## config.mk

```make
export PLATFORM = sky130hd
export DESIGN_NAME = vmask_unit
export DESIGN_NICKNAME = d
export VERILOG_FILES = /design/src/rtl/vmask_pkg.sv /design/src/rtl/vmask_decode.sv /design/src/rtl/vmask_sign_pack.sv /design/src/rtl/vmask_nz_pack.sv /design/src/rtl/vmask_unit.sv
export SDC_FILE = /design/constraint.sdc
export NUM_CORES = 1
export LEC_CHECK = 0
export BUFFER_PORTS_ARGS = -buffer_cell sky130_fd_sc_hd__buf_2
export CAP_MARGIN = 20
export CORE_AREA = 5 5 112 114
export DETAILED_ROUTE_END_ITERATION = 12
export DIE_AREA = 0 0 117 119
export PLACE_DENSITY = 0.66
export SLEW_MARGIN = 20
export SYNTH_ARGS = -nofsm -noshare
export SYNTH_HDL_FRONTEND = slang
export SYNTH_SLANG_ARGS = --single-unit
```

## constraint.sdc

```tcl
create_clock -name clk -period 3.25 [get_ports clk]
set_input_delay 0.65 -clock clk [delete_from_list [all_inputs] [get_ports clk]]
set_output_delay 0.65 -clock clk [all_outputs]
set_load 0.03 [all_outputs]
```

## src/rtl/vmask_pkg.sv

```systemverilog
package vmask_pkg;

    localparam int VEC_W    = 128;
    localparam int INSN_W   = 32;
    localparam int IDX_W    = 5;
    localparam int BYTE_W   = 8;
    localparam int LANES_MAX = VEC_W / BYTE_W;
    localparam int N_WIDTHS = 4;

    localparam logic [16:0] OPC_PREFIX = 17'b0111_00101001_11000;

    typedef enum logic [2:0] {
        OP_SGN_B = 3'd0,
        OP_SGN_H = 3'd1,
        OP_SGN_W = 3'd2,
        OP_SGN_D = 3'd3,
        OP_GEZ_B = 3'd4,
        OP_NZ_B  = 3'd5,
        OP_ILL   = 3'd7
    } mask_op_e;

    typedef struct packed {
        logic               illegal;
        logic [IDX_W-1:0]   dest;
        logic [VEC_W-1:0]   data;
    } mask_res_t;

    function automatic mask_op_e decode_op(input logic [INSN_W-1:0] insn);
        mask_op_e op;
        if (insn[31:15] != OPC_PREFIX) begin
            op = OP_ILL;
        end else begin
            case (insn[14:10])
                5'b10000: op = OP_SGN_B;
                5'b10001: op = OP_SGN_H;
                5'b10010: op = OP_SGN_W;
                5'b10011: op = OP_SGN_D;
                5'b10100: op = OP_GEZ_B;
                5'b11000: op = OP_NZ_B;
                default:  op = OP_ILL;
            endcase
        end
        return op;
    endfunction

endpackage

```

## src/rtl/vmask_decode.sv

```systemverilog
module vmask_decode
    import vmask_pkg::*;
(
    input  logic [INSN_W-1:0] insn,
    output mask_op_e          op,
    output logic [IDX_W-1:0]  dest
);
    logic [IDX_W-1:0] unused_src_idx;

    assign unused_src_idx = insn[2*IDX_W-1:IDX_W];
    assign op             = decode_op(insn);
    assign dest           = insn[IDX_W-1:0];
endmodule

```

## src/rtl/vmask_sign_pack.sv

```systemverilog
module vmask_sign_pack #(
    parameter int VEC_W  = 128,
    parameter int ELEM_W = 8,
    parameter int OUT_W  = 16
) (
    input  logic [VEC_W-1:0] src,
    output logic [OUT_W-1:0] mask
);
    localparam int LANES = VEC_W / ELEM_W;

    logic unused_bits;
    assign unused_bits = ^src;

    for (genvar i = 0; i < OUT_W; i++) begin : g_lane
        if (i < LANES) begin : g_live
            assign mask[i] = src[i*ELEM_W + ELEM_W - 1];
        end else begin : g_pad
            assign mask[i] = 1'b0;
        end
    end
endmodule

```

## src/rtl/vmask_nz_pack.sv

```systemverilog
module vmask_nz_pack #(
    parameter int VEC_W  = 128,
    parameter int BYTE_W = 8
) (
    input  logic [VEC_W-1:0]        src,
    output logic [VEC_W/BYTE_W-1:0] mask
);
    localparam int LANES = VEC_W / BYTE_W;

    for (genvar i = 0; i < LANES; i++) begin : g_byte
        assign mask[i] = |src[i*BYTE_W +: BYTE_W];
    end
endmodule

```

## src/rtl/vmask_unit.sv

```systemverilog
module vmask_unit
    import vmask_pkg::*;
(
    input  logic              clk,
    input  logic              rst,
    input  logic              in_valid,
    input  logic [INSN_W-1:0] in_insn,
    input  logic [VEC_W-1:0]  in_src,
    output logic              out_valid,
    output logic [VEC_W-1:0]  out_result,
    output logic [IDX_W-1:0]  out_dest,
    output logic              out_illegal
);
    mask_op_e             op;
    logic [IDX_W-1:0]     dest;
    logic [LANES_MAX-1:0] sgn_mask [N_WIDTHS];
    logic [LANES_MAX-1:0] nz_mask;
    mask_res_t            res_next;
    mask_res_t            res_q;
    logic                 valid_q;

    vmask_decode u_dec (
        .insn (in_insn),
        .op   (op),
        .dest (dest)
    );

    for (genvar g = 0; g < N_WIDTHS; g++) begin : g_width
        vmask_sign_pack #(
            .VEC_W  (VEC_W),
            .ELEM_W (BYTE_W << g),
            .OUT_W  (LANES_MAX)
        ) u_sgn (
            .src  (in_src),
            .mask (sgn_mask[g])
        );
    end

    vmask_nz_pack #(
        .VEC_W  (VEC_W),
        .BYTE_W (BYTE_W)
    ) u_nz (
        .src  (in_src),
        .mask (nz_mask)
    );

    always_comb begin
        res_next         = '0;
        res_next.dest    = dest;
        res_next.illegal = (op == OP_ILL);
        case (op)
            OP_SGN_B: res_next.data[LANES_MAX-1:0] = sgn_mask[0];
            OP_SGN_H: res_next.data[LANES_MAX-1:0] = sgn_mask[1];
            OP_SGN_W: res_next.data[LANES_MAX-1:0] = sgn_mask[2];
            OP_SGN_D: res_next.data[LANES_MAX-1:0] = sgn_mask[3];
            OP_GEZ_B: res_next.data[LANES_MAX-1:0] = ~sgn_mask[0];
            OP_NZ_B:  res_next.data[LANES_MAX-1:0] = nz_mask;
            default:  res_next.data = '0;
        endcase
    end

    always_ff @(posedge clk) begin
        if (rst) begin
            valid_q <= 1'b0;
            res_q   <= '0;
        end else begin
            valid_q <= in_valid;
            if (in_valid) begin
                res_q <= res_next;
            end
        end
    end

    assign out_valid   = valid_q;
    assign out_result  = res_q.data;
    assign out_dest    = res_q.dest;
    assign out_illegal = res_q.illegal;
endmodule

```

==> results of run 1 <==
## per-stage QoR
| stage | util | hold slack, ns | worst slack, ns | total power [mW] | cells |
|---|---|---|---|---|---|
| final | 0.287 | 0.445 | 1.02 | 0.925 | 654 |
| after global routing | 0.287 | 0.463 | 0.806 | 0.974 | 654 |
| after CTS | 0.287 | 0.448 | 1.01 | 0.929 | 654 |
| after detailed placement | 0.280 | 0.436 | 0.744 | 0.657 | 650 |
| after global placement | 0.280 | 0.434 | 0.787 | 0.654 | 650 |
| after floorplan | - | 0.572 | 1.25 | 0.636 | 445 |
## worst paths after layout
check                     start             to  cells after the start
setup / recovery    in_insn[21]  out_result[3]                      6
hold reg to reg   out_result[3]  out_result[3]                      2
setup reg to reg  out_result[5]  out_result[5]                      4
hold / removal    out_result[3]  out_result[3]                      2
## routing by layer
| layer | share of wire | wire length, um | vias up |
|---|---|---|---|
| met5 | 0.0021 | 20 | - |
| met4 | 0.0062 | 58 | 2 |
| met3 | 0.098 | 922 | 4 |
| met2 | 0.50 | 4730 | 133 |
| met1 | 0.39 | 3680 | 1206 |
| li1 | - | - | 1336 |
## report_power, final
group	total, mW	switching, mW	internal, mW
clock	0.271	0.104	0.167
sequential	0.291	0.00278	0.288
combinational	0.363	0.267	0.0967
## final cells by class
class                   count  area share
clock buffers               4      0.0242
flip-flops and latches     23       0.142
repair buffers            183       0.284
inverters                   4     0.00462
multi-input cells         297       0.491
well taps                 143      0.0550
## sequential cells by signal, summed over array words and instances (netlist names)
name	cells
out_dest	5
out_result	16
out_valid	1
out_illegal	1
## synthesized netlist by cell type, types with 2 or more instances
library cell / instances / area share
a32oi_1: 11 / 0.038
nor2b_1: 2 / 0.0049
o21ai_1: 11 / 0.022
a21oi_1: 3 / 0.0059
buf_4: 114 / 0.34
or3_1: 2 / 0.0049
nor3_2: 3 / 0.012
mux2i_1: 5 / 0.020
nand2b_1: 3 / 0.0074
nor3_1: 3 / 0.0059
nor2_1: 13 / 0.019
a2111oi_0: 2 / 0.0069
buf_2: 3 / 0.0059
or2_1: 2 / 0.0049
nor4_1: 34 / 0.084
a31oi_1: 2 / 0.0049
mux2_1: 2 / 0.0088
a211oi_1: 7 / 0.021
nand2_1: 33 / 0.049
dfxtp_1: 23 / 0.18
a21o_1: 2 / 0.0059
nand3_2: 2 / 0.0079
nor4bb_1: 4 / 0.016
o31ai_1: 3 / 0.0088
o21ai_0: 3 / 0.0059
nand3_1: 18 / 0.035
clkbuf_1: 3 / 0.0044
inv_1: 4 / 0.0059
## worst max-delay path, delay by kind of cell
| family | cells | cell delay, ns |
|---|---|---|
| simple gates | 4 | 1.37 |
| buf+inv | 1 | 0.11 |
| compound gates | 1 | 0.27 |
## cell families (layout without fill, tap and decap cells)
family                   count (synthesis)  in the layout  synth area share
buffers and inverters                  125            191             0.357
multiplexers                             8              8            0.0329
XOR/XNOR                                 1              1           0.00344
AO/OA/AOI/OAI                           49             49             0.135
AND/OR/NAND/NOR                        125            125             0.281
other                                    1            112           0.00147
flip-flops                              23             23             0.181
adder cells (fa/ha/maj)                  2              2           0.00836
==> results by stage, run 1 <==
Layout:
- The final instance area is approximately 0.0033 mm^2.
- The ratio of cells with drive above 1 in the final layout is 0.386.
- The top cell types in the final layout, fill and taps aside, are buf_2, conb_1, nor4_1.
- The filler cells instantiated in the layout total between 1000 and 1500.
- Registers take 460 um^2.
- The area growth from synthesis to layout is 27.8%.
- In the final design database the tool counted ~680 nets.
- The multi-input logic area is between 0.0015 and 0.002 mm^2.
- 0 antenna diodes ended up in the layout.
- The leading cell type in the layout, fill and taps excluded is buf_2.

Setup path:
- The type of origin of the critical path is an input pin.
- The peak fanout along the critical path is 13.
- The arrival time reported for the critical path endpoint is roughly 2.4 ns.
- The worst setup path is captured at a register.
- Walking the worst path, the cells encountered are buf_2, nor4bb_1, nand2_1, nor4_4, nand2b_2, o31ai_1.
- The worst endpoint required time is ~3.4 ns.
- Among all stages on the critical path, the largest delay is contributed by nor4bb_1.
- The kind of critical path is in -> reg.
- The highest cell delay on the worst timing path is ~0.52 ns.
- The register-to-register setup slack is approximately 2.3 ns.

Global route:
- The pin count of the biggest net entering global routing is 14.
- The total global-route track usage is 0.123.
- The routing usage on met2 is 0.226.
- The global-route track usage on met1 is 0.145.
- The wire length of the first global-routing pass is around 14 mm.
- In this run the most used layer during global routing was met2.
- The number of global-route vias before repair is roughly 2700.
- For this run, global-route usage on met3 was measured as 0.0243.
- The number of antenna violations at the first check in global routing is 1.
- The residual overflow from global routing is 0.

Timing:
- The total negative setup slack is 0 ns.
- The actual transition at the worst max-transition pin is ~1 ns.
- The count of final hold-check violations is 0.
- Setup violations remaining at the end of the flow were counted as 0.
- The max-slew violation count is 0.
- Measured against its own limit, the worst slew margin works out to 0.328.
- On the final layout, the worst clock skew is 0 ns.
- The final worst-path cycle share is 0.686.
- For this run, the top clock speed supported by timing is about 450 MHz.
- The minimum period implied by the final worst setup slack is 2.23 ns.
- Setup repair after global routing left no endpoint under its margin.

Clock tree:
- The clock slew seen by the registers of the worst setup and hold paths is ~0.070 ns.
- The maximum clock insertion buffer count is 2.
- The maximum level of the CTS H-tree is 1.
- The clock tree root buffer cell is clkbuf_16.
- The clock sink count is 23.
- After clock tree synthesis, the setup repair step added 0 buffers.
- In this run, post-CTS hold repair placed 0 buffers.
- The clock latency reported for the late side of the worst-skew pair is between 0.2 and 0.3 ns.
- In this run, CTS created clock tree buffers numbering 3.
- Gates resized during post-CTS repair numbered 0.
- TritonCTS built the clock tree.

Synth:
- Of all flip-flops after synthesis, the portion carrying an async set or reset was 0.
- The synthesized design contains 0 enable-type register cells.
- The sequential area share after synthesis is 0.181.
- The post-synthesis average cell area is roughly 7.6 um^2.
- The number of synthesized register bits is 23.
- The cell area after synthesis is approximately 0.0025 mm^2.
- The count of different cell masters after synthesis is 45.
- Yosys printed 0 warnings.
- The dominant register cell in the synthesized netlist is dfxtp_1.
- The instance count of the mapped netlist is 334.

Floorplanning:
- For this configuration, the core starts out at a cell density of 0.225.
- The core box area is 0.0113 mm^2.
- The horizontal die dimension is between 100 and 150 um.
- The count of pins on the block boundary is ~300.
- The floorplan step defined a die boundary enclosing 0.0139 mm^2.
- After floorplanning, the core was divided into 39 placement rows.
- The die is approximately 120 um tall.

Worst hold path:
- The path class of the tightest hold or removal check is reg -> reg.

Placed design:
- The placed instance area is 0.00317 mm^2.
- The number of input and output port buffers inserted is 180.
- The wire-length estimate of the detail-placed layout is approximately 8.4 mm.
- The weighted congestion reported at the end of routability-driven placement is between 0.7 and 0.8.

Routing:
- The first-pass iteration count of the detailed router is 4.
- The antenna violation net count after detailed routing is 0.
- The per-cell via count in the routed design is approximately 4.
- The initial detailed-routing violation count is 80.
- The post-detailed-route DRC marker count is 0.
- Detailed routing inserted a total of 2681 vias.
- After detailed routing, the average wire length per cell comes to around 14 um.
- The aggregate routed wire length is between 9 and 10 mm.

Pwr:
- For this design the ratio of total power to cell area is 284 mW/mm^2.
- The maximum ir drop on the vdd rail is around 0.16 mV.
- The leakage power is around 1.6 nW.

Run:
- The number of violations of the max-capacitance limit is 0.

Status:
- The flow ran to the end, and the final reports show no timing, DRC or antenna violations.
Power figures use the tool's default switching activity.
==> run 2, diff against run 1 <==
Settings changed: CORE_AREA 5 5 112 114 to 5 5 113 115, DIE_AREA 0 0 117 119 to 0 0 118 120, PLACE_DENSITY 0.66 to 0.65.
Clock period 3.25 ns to 2.2 ns, I/O delays scaled along.
==> run 2 against run 1 <==
Worst hold slack got worse by 0.023 ns. Total power up 48%. Via count grew 1.5%. Critical path type unchanged. Critical endpoint is now out_result[5].
==> results by stage, run 2 (synthesis results as in run 1) <==
Timing:
- Subtracting the final worst setup slack from the clock period gives approximately 1.8 ns.
- The max-slew violation count is 0 (unchanged).
- The number of failing setup endpoints in the final timing report is 0 (unchanged).
- The setup slack after layout is 0.367 ns (was 1.02 ns).
- Dividing the final minimum period by the clock period gives 0.833.
- The post-route clock skew was 0 ns (unchanged).
- The worst slew margin relative to its limit is 0.627 (was 0.328).
- The actual transition at the worst max-transition pin came to 0.546 ns (was 1.00 ns).
- The total negative setup slack is 0 ns (unchanged).
- For this run, the top clock speed supported by timing is 545 MHz.
- Unrepaired setup endpoints after global routing: false (unchanged).
- The smallest hold slack was 0.422 ns (was 0.445 ns).
- The count of final hold-check violations is 0 (unchanged).

Global route:
- The total global-route track usage is 0.120 (was 0.123).
- The number of global-route vias before repair came to 2601 (was 2663).
- The number of antenna violations at the first check in global routing was 0 (was 1).
- The wire length of the first global-routing pass is 13.6 mm (was 13.5 mm).
- The pin count of the biggest net entering global routing is 21 (was 14).
- The residual overflow from global routing is 0 (unchanged).

Routing:
- The antenna violation net count after detailed routing is 0 (unchanged).
- The first-pass iteration count of the detailed router is 4 (unchanged).
- The aggregate routed wire length is 9.41 mm (about the same).
- The per-cell via count in the routed design is 4.10 (about the same).
- The average wire per standard cell is 14.2 um (was 14.4 um).
- The number of vias after detailed routing was 2722 (was 2681).
- The post-detailed-route DRC marker count was 0 (unchanged).
- The initial detailed-routing violation count is 132 (was 80).

Setup path:
- The peak fanout along the critical path is 8 (was 13).
- The kind of capture point of the worst setup path is a register (unchanged).
- The kind of critical path is in -> reg (unchanged).
- The worst endpoint required time is 2.37 ns (was 3.43 ns).
- The arrival time reported for the critical path endpoint is 2.00 ns (was 2.41 ns).
- The type of origin of the critical path is an input pin (unchanged).

Layout:
- Leading cell types in the layout, fill and taps excluded: buf_2, conb_1, nor4_1 (unchanged).
- The diode insertion count for antenna repair was 0 (unchanged).
- The ratio of cells with drive above 1 in the final layout is 0.393 (was 0.386).
- The final instance count without filler cells is 664 (was 654).
- The layout overhead on the synthesized area is 30.3% (was 27.8%).
- The flip-flop count of the largest register after layout is 16 (unchanged).
- The final instance area was 0.00332 mm^2 (was 0.00325 mm^2).
- The layout filler cell count is 1324 (was 1258).
- The number of nets in the finished design is 681 (was 675).
- The leading cell type in the layout, fill and taps excluded is buf_2 (unchanged).
- The final core area utilization is 0.283 (was 0.287).

Pwr:
- The maximum ir drop on the vdd rail is 0.242 mV (was 0.162 mV).
- The power per standard cell area was 413 mW/mm^2 (was 284 mW/mm^2).
- The overall power after layout is 1.37 mW (was 0.925 mW).
- The leakage power is 1.62 nW (was 1.59 nW).

Floorplanning:
- The floorplan die height is 120 um (was 119 um).
- The number of standard-cell rows in the floorplan came to 40 (was 39).
- The count of pins on the block boundary is 298 (unchanged).
- The core box area came to 0.0117 mm^2 (was 0.0113 mm^2).
- The horizontal die dimension is 118 um (was 117 um).
- The area of the die was 0.0142 mm^2 (was 0.0139 mm^2).
- The effective utilization at floorplan came to 0.217 (was 0.225).

Clock tree:
- The total setup buffers inserted after CTS came to 0 (unchanged).
- The clock sink count is 23 (unchanged).
- The number of buffers added to fix hold violations after cts came to 0 (unchanged).
- The clock tree root buffer cell is clkbuf_16 (unchanged).
- The number of gates resized after cts is 0 (unchanged).
- The TritonCTS clock tree is built (unchanged).
- The maximum level of the CTS H-tree is 1 (unchanged).
- The clock latency reported for the late side of the worst-skew pair came to 0.25 ns (about the same).
- The clock slew seen by the registers of the worst setup and hold paths came to 0.06 ns (was 0.07 ns).
- The number of buffers added by the clock tree synthesis step was 3 (unchanged).
- The maximum clock insertion buffer count is 2 (unchanged).

Placed design:
- The minimum setup slack after placement is 0.0736 ns (was 0.744 ns).
- The placed instance area was 0.00324 mm^2 (was 0.00317 mm^2).
- The number of input and output port buffers inserted is 180 (unchanged).
- The half-perimeter wire length after placement is 8.26 mm (was 8.36 mm).
- The number of placed cells counting well taps was 660 (was 650).
- The weighted congestion reported at the end of routability-driven placement is 0.832 (was 0.762).

Status:
- Run status: finished, final reports clean (unchanged).

Run:
- The number of violations of the max-capacitance limit is 0 (unchanged).

Worst hold path:
- The classification of the worst-slack hold path is in -> reg (was reg -> reg).
[run 2: area by class of cell]
class	instances	area, um^2	area share
well taps	147	184	0.0555
multi-input cells	297	1600	0.482
clock buffers	4	78.8	0.0238
repair buffers	189	981	0.296
inverters	4	15.0	0.00453
flip-flops and latches	23	460	0.139
[run 2: worst max-delay path, stage by stage]
cell and delay, ns:
buf_2 0.11, nor4b_4 0.34, nand3_2 0.23, a2111oi_0 0.58
a211oi_1 0.10, a211oi_1 0.19
[run 2: where the power goes]
group / total, mW / switching (mW) / leakage [nW] / internal [mW]
clock: 0.399 / 0.152 / 0.0382 / 0.247
sequential: 0.429 / 0.00350 / 0.187 / 0.426
combinational: 0.540 / 0.392 / 1.40 / 0.148
total: 1.37 / 0.548 / 1.62 / 0.821
[run 2: layer usage]
layer | part of all wire | global-route usage
met5 | 0 | 0
met1 | 0.41 | 0.155
met4 | 0.0096 | 0.0287
met3 | 0.089 | 0.0217
met2 | 0.49 | 0.206
[run 2: worst paths after layout]
| kind | slack (ns) | cells after the start | end | startpoint |
|---|---|---|---|---|
| max | 0.37 | 6 | out_result[5] | in_insn[16] |
| min | 0.42 | 3 | out_dest[4] | in_insn[4] |
| max reg2reg | 1.20 | 4 | out_result[5] | out_result[5] |
| min reg2reg | 0.44 | 2 | out_result[6] | out_result[6] |
==> run 3, diff against run 2 <==
Settings changed: CORE_AREA 5 5 113 115 to 5 5 112 114, DIE_AREA 0 0 118 120 to 0 0 117 119, PLACE_DENSITY 0.65 to 0.68.
Clock period 2.2 ns to 1.5 ns, I/O delays scaled along.
==> run 3 against run 2 <==
The run now ends with setup timing left. Sequential cell count is the same. Global-route usage grew 1.3 points. First-iteration DRC count shrank 49%. Clock skew is the same. Clock power grew 46%. Worst hold slack lost 0.14 ns. Highest routed layer unchanged.
==> results by stage, run 3 (synthesis results as in run 1) <==
Routing:
- The post-detailed-route DRC marker count is 0 (unchanged).
- The number of vias after detailed routing is 2837 (was 2722).
- The average wire per standard cell is 14.8 um (was 14.2 um).
- The initial detailed-routing violation count is 67 (was 132).
- The per-cell via count in the routed design is 4.11 (was 4.10).
- The antenna violation net count after detailed routing was 0 (unchanged).
- The first-pass iteration count of the detailed router is 4 (unchanged).
- The aggregate routed wire length is 10.2 mm (was 9.41 mm).

Timing:
- Derived from the worst setup path, the maximum achievable clock frequency is 639 MHz.
- The total negative setup slack is -0.176 ns (was 0 ns).
- The max-slew violation count came to 0 (unchanged).
- The setup slack after layout is -0.0648 ns (was 0.367 ns).
- The count of final hold-check violations is 0 (unchanged).
- Dividing the final minimum period by the clock period gives 1.04.
- The number of failing setup endpoints in the final timing report is 4 (was 0).
- The post-route clock skew came to 0 ns (unchanged).
- Unrepaired setup endpoints after global routing: true (was false).
- The smallest hold slack is 0.279 ns (was 0.422 ns).
- After layout, the minimum clock period comes to 1.56 ns.

Setup path:
- The endpoint of the worst register-to-register path is out_result[5] (unchanged).
- The arrival time reported for the critical path endpoint came to 1.73 ns (was 2.00 ns).
- The register-to-register setup slack came to 0.53 ns (was 1.20 ns).
- The startpoint of the most critical register-to-register path is out_result[5] (unchanged).
- The number of stages on the worst setup path was 7 (was 6).
- The cell family with the largest share of critical-path delay is simple AND/OR/NAND/NOR gates (was compound AO/OA/AOI/OAI gates).
- The worst endpoint required time is 1.67 ns (was 2.37 ns).
- The peak fanout along the critical path is 8 (unchanged).
- The buffer and inverter count on the worst path is 2 (was 1).
- The cell with the biggest individual delay on the critical path is nor3_4 (was a2111oi_0).
- Worst-path cell chain: buf_6, nor4b_4, buf_4, nand3_4, nor3_4, a21oi_1, a311oi_1 (was buf_2, nor4b_4, nand3_2, a2111oi_0, a211oi_1, a211oi_1).
- The kind of critical path was in -> reg (unchanged).
- The cell count of the worst reg-to-reg path is 4 (unchanged).
- The kind of capture point of the worst setup path is a register (unchanged).
- The type of origin of the critical path was an input pin (unchanged).
- The highest cell delay on the worst timing path was 0.36 ns (was 0.58 ns).

Layout:
- The sequential cell area in the final layout came to 460 um^2 (unchanged).
- The number of nets in the finished design was 710 (was 681).
- The flip-flop count of the largest register after layout is 16 (unchanged).
- The multi-input logic area is 0.00179 mm^2 (was 0.00160 mm^2).
- Leading cell types in the layout, fill and taps excluded: buf_2, conb_1, buf_4 (was buf_2, conb_1, nor4_1).
- The layout filler cell count is 1216 (was 1324).
- The final core area utilization is 0.332 (was 0.283).
- The final instance area is 0.00376 mm^2 (was 0.00332 mm^2).
- The leading cell type in the layout, fill and taps excluded is buf_2 (unchanged).
- The layout overhead on the synthesized area was 47.9% (was 30.3%).
- The ratio of cells with drive above 1 in the final layout came to 0.473 (was 0.393).

Floorplanning:
- The core box area is 0.0113 mm^2 (was 0.0117 mm^2).
- The area of the die is 0.0139 mm^2 (was 0.0142 mm^2).
- The floorplan die height was 119 um (was 120 um).
- The horizontal die dimension is 117 um (was 118 um).
- The count of pins on the block boundary is 298 (unchanged).
- The effective utilization at floorplan is 0.225 (was 0.217).
- The number of standard-cell rows in the floorplan is 39 (was 40).

Worst hold path:
- The cell count of the worst hold path is 3 (unchanged).
- The worst hold endpoint is out_dest[4] (unchanged).
- The critical hold path startpoint is in_insn[4] (unchanged).
- The classification of the worst-slack hold path is in -> reg (unchanged).

Clock tree:
- The maximum clock insertion buffer count is 2 (unchanged).
- The clock latency reported for the late side of the worst-skew pair came to 0.25 ns (about the same).
- The clock tree root buffer cell is clkbuf_16 (unchanged).
- The clock slew seen by the registers of the worst setup and hold paths is 0.06 ns (about the same).
- The maximum level of the CTS H-tree is 1 (unchanged).
- The TritonCTS clock tree is built (unchanged).
- The number of buffers added by the clock tree synthesis step is 3 (unchanged).
- The clock sink count is 23 (unchanged).

Placed design:
- The number of input and output port buffers inserted was 180 (unchanged).
- The weighted congestion reported at the end of routability-driven placement was 0.803 (was 0.832).
- The placed instance area is 0.00349 mm^2 (was 0.00324 mm^2).
- The half-perimeter wire length after placement is 9.07 mm (was 8.26 mm).

Global route:
- The number of antenna violations at the first check in global routing is 1 (was 0).
- The wire length of the first global-routing pass is 14.6 mm (was 13.6 mm).
- The pin count of the biggest net entering global routing is 13 (was 21).
- The residual overflow from global routing came to 0 (unchanged).
- The total global-route track usage is 0.133 (was 0.120).
- The number of global-route vias before repair is 2827 (was 2601).

Status:
- The final reports fail on setup timing.
- Run status: finished, violations left (was finished, final reports clean).

Run:
- The number of violations of the max-capacitance limit is 0 (unchanged).

Pwr:
- The leakage power is 1.87 nW (was 1.62 nW).
- The power per standard cell area is 555 mW/mm^2 (was 413 mW/mm^2).
- The maximum ir drop on the vdd rail came to 0.361 mV (was 0.242 mV).
run 3: worst max path at each step:
| stage | startpoint | endpoint |
|---|---|---|
| after global placement | in_insn[10] | out_result[4] |
| after detailed placement | in_insn[17] | out_result[5] |
| after global routing | in_insn[15] | out_result[0] |
| after CTS | in_insn[16] | out_result[1] |
| final | in_insn[15] | out_result[1] |
| after floorplan | in_insn[10] | out_result[4] |
run 3: report_power, final:
group,switching [mW],leakage (nW),internal [mW]
clock network,0.220,0.0382,0.363
logic,0.609,1.64,0.267
registers,0.00544,0.187,0.624
total,0.834,1.87,1.25
run 3: area by class of cell:
cell class                 count  area share
sequential                    23       0.122
clock buffer                   4      0.0209
antenna                        1    0.000665
multi-input combinational    297       0.475
tap                          143      0.0475
inverter                       4     0.00399
timing repair buffer         218       0.330
run 3: what timing repair did:
action	CTS	global route
setup buffers	3	1
resized for setup	17	14
endpoints found under the setup margin	16	16
hold buffers	0	0
pin swaps	13	7
endpoints found under the hold margin	0	0
run 3: per-stage QoR:
| stage | total power [mW] | setup WS (ns) | cells |
|---|---|---|---|
| global route | 2.20 | -0.162 | 690 |
| global placement | 1.48 | -0.329 | 681 |
| finish | 2.09 | -0.0648 | 690 |
| floorplan | 1.39 | -0.0837 | 445 |
| detailed placement | 1.49 | -0.364 | 681 |
| CTS | 2.10 | -0.0391 | 688 |
run 3: worst register-to-register path: cells and delay by family, from the launching register on:
| family | cells | cell delay [ns] |
|---|---|---|
| compound gates | 3 | 0.43 |
| flops | 1 | 0.32 |
| simple gates | 1 | 0.12 |
run 3: layer usage:
metal / track usage / up-vias / share of wire
li1: - / 1412 / -
met1: 0.172 / 1272 / 0.41
met4: 0.0272 / 0 / 0.0098
met2: 0.236 / 149 / 0.50
met5: 0 / - / 0
met3: 0.0162 / 4 / 0.078
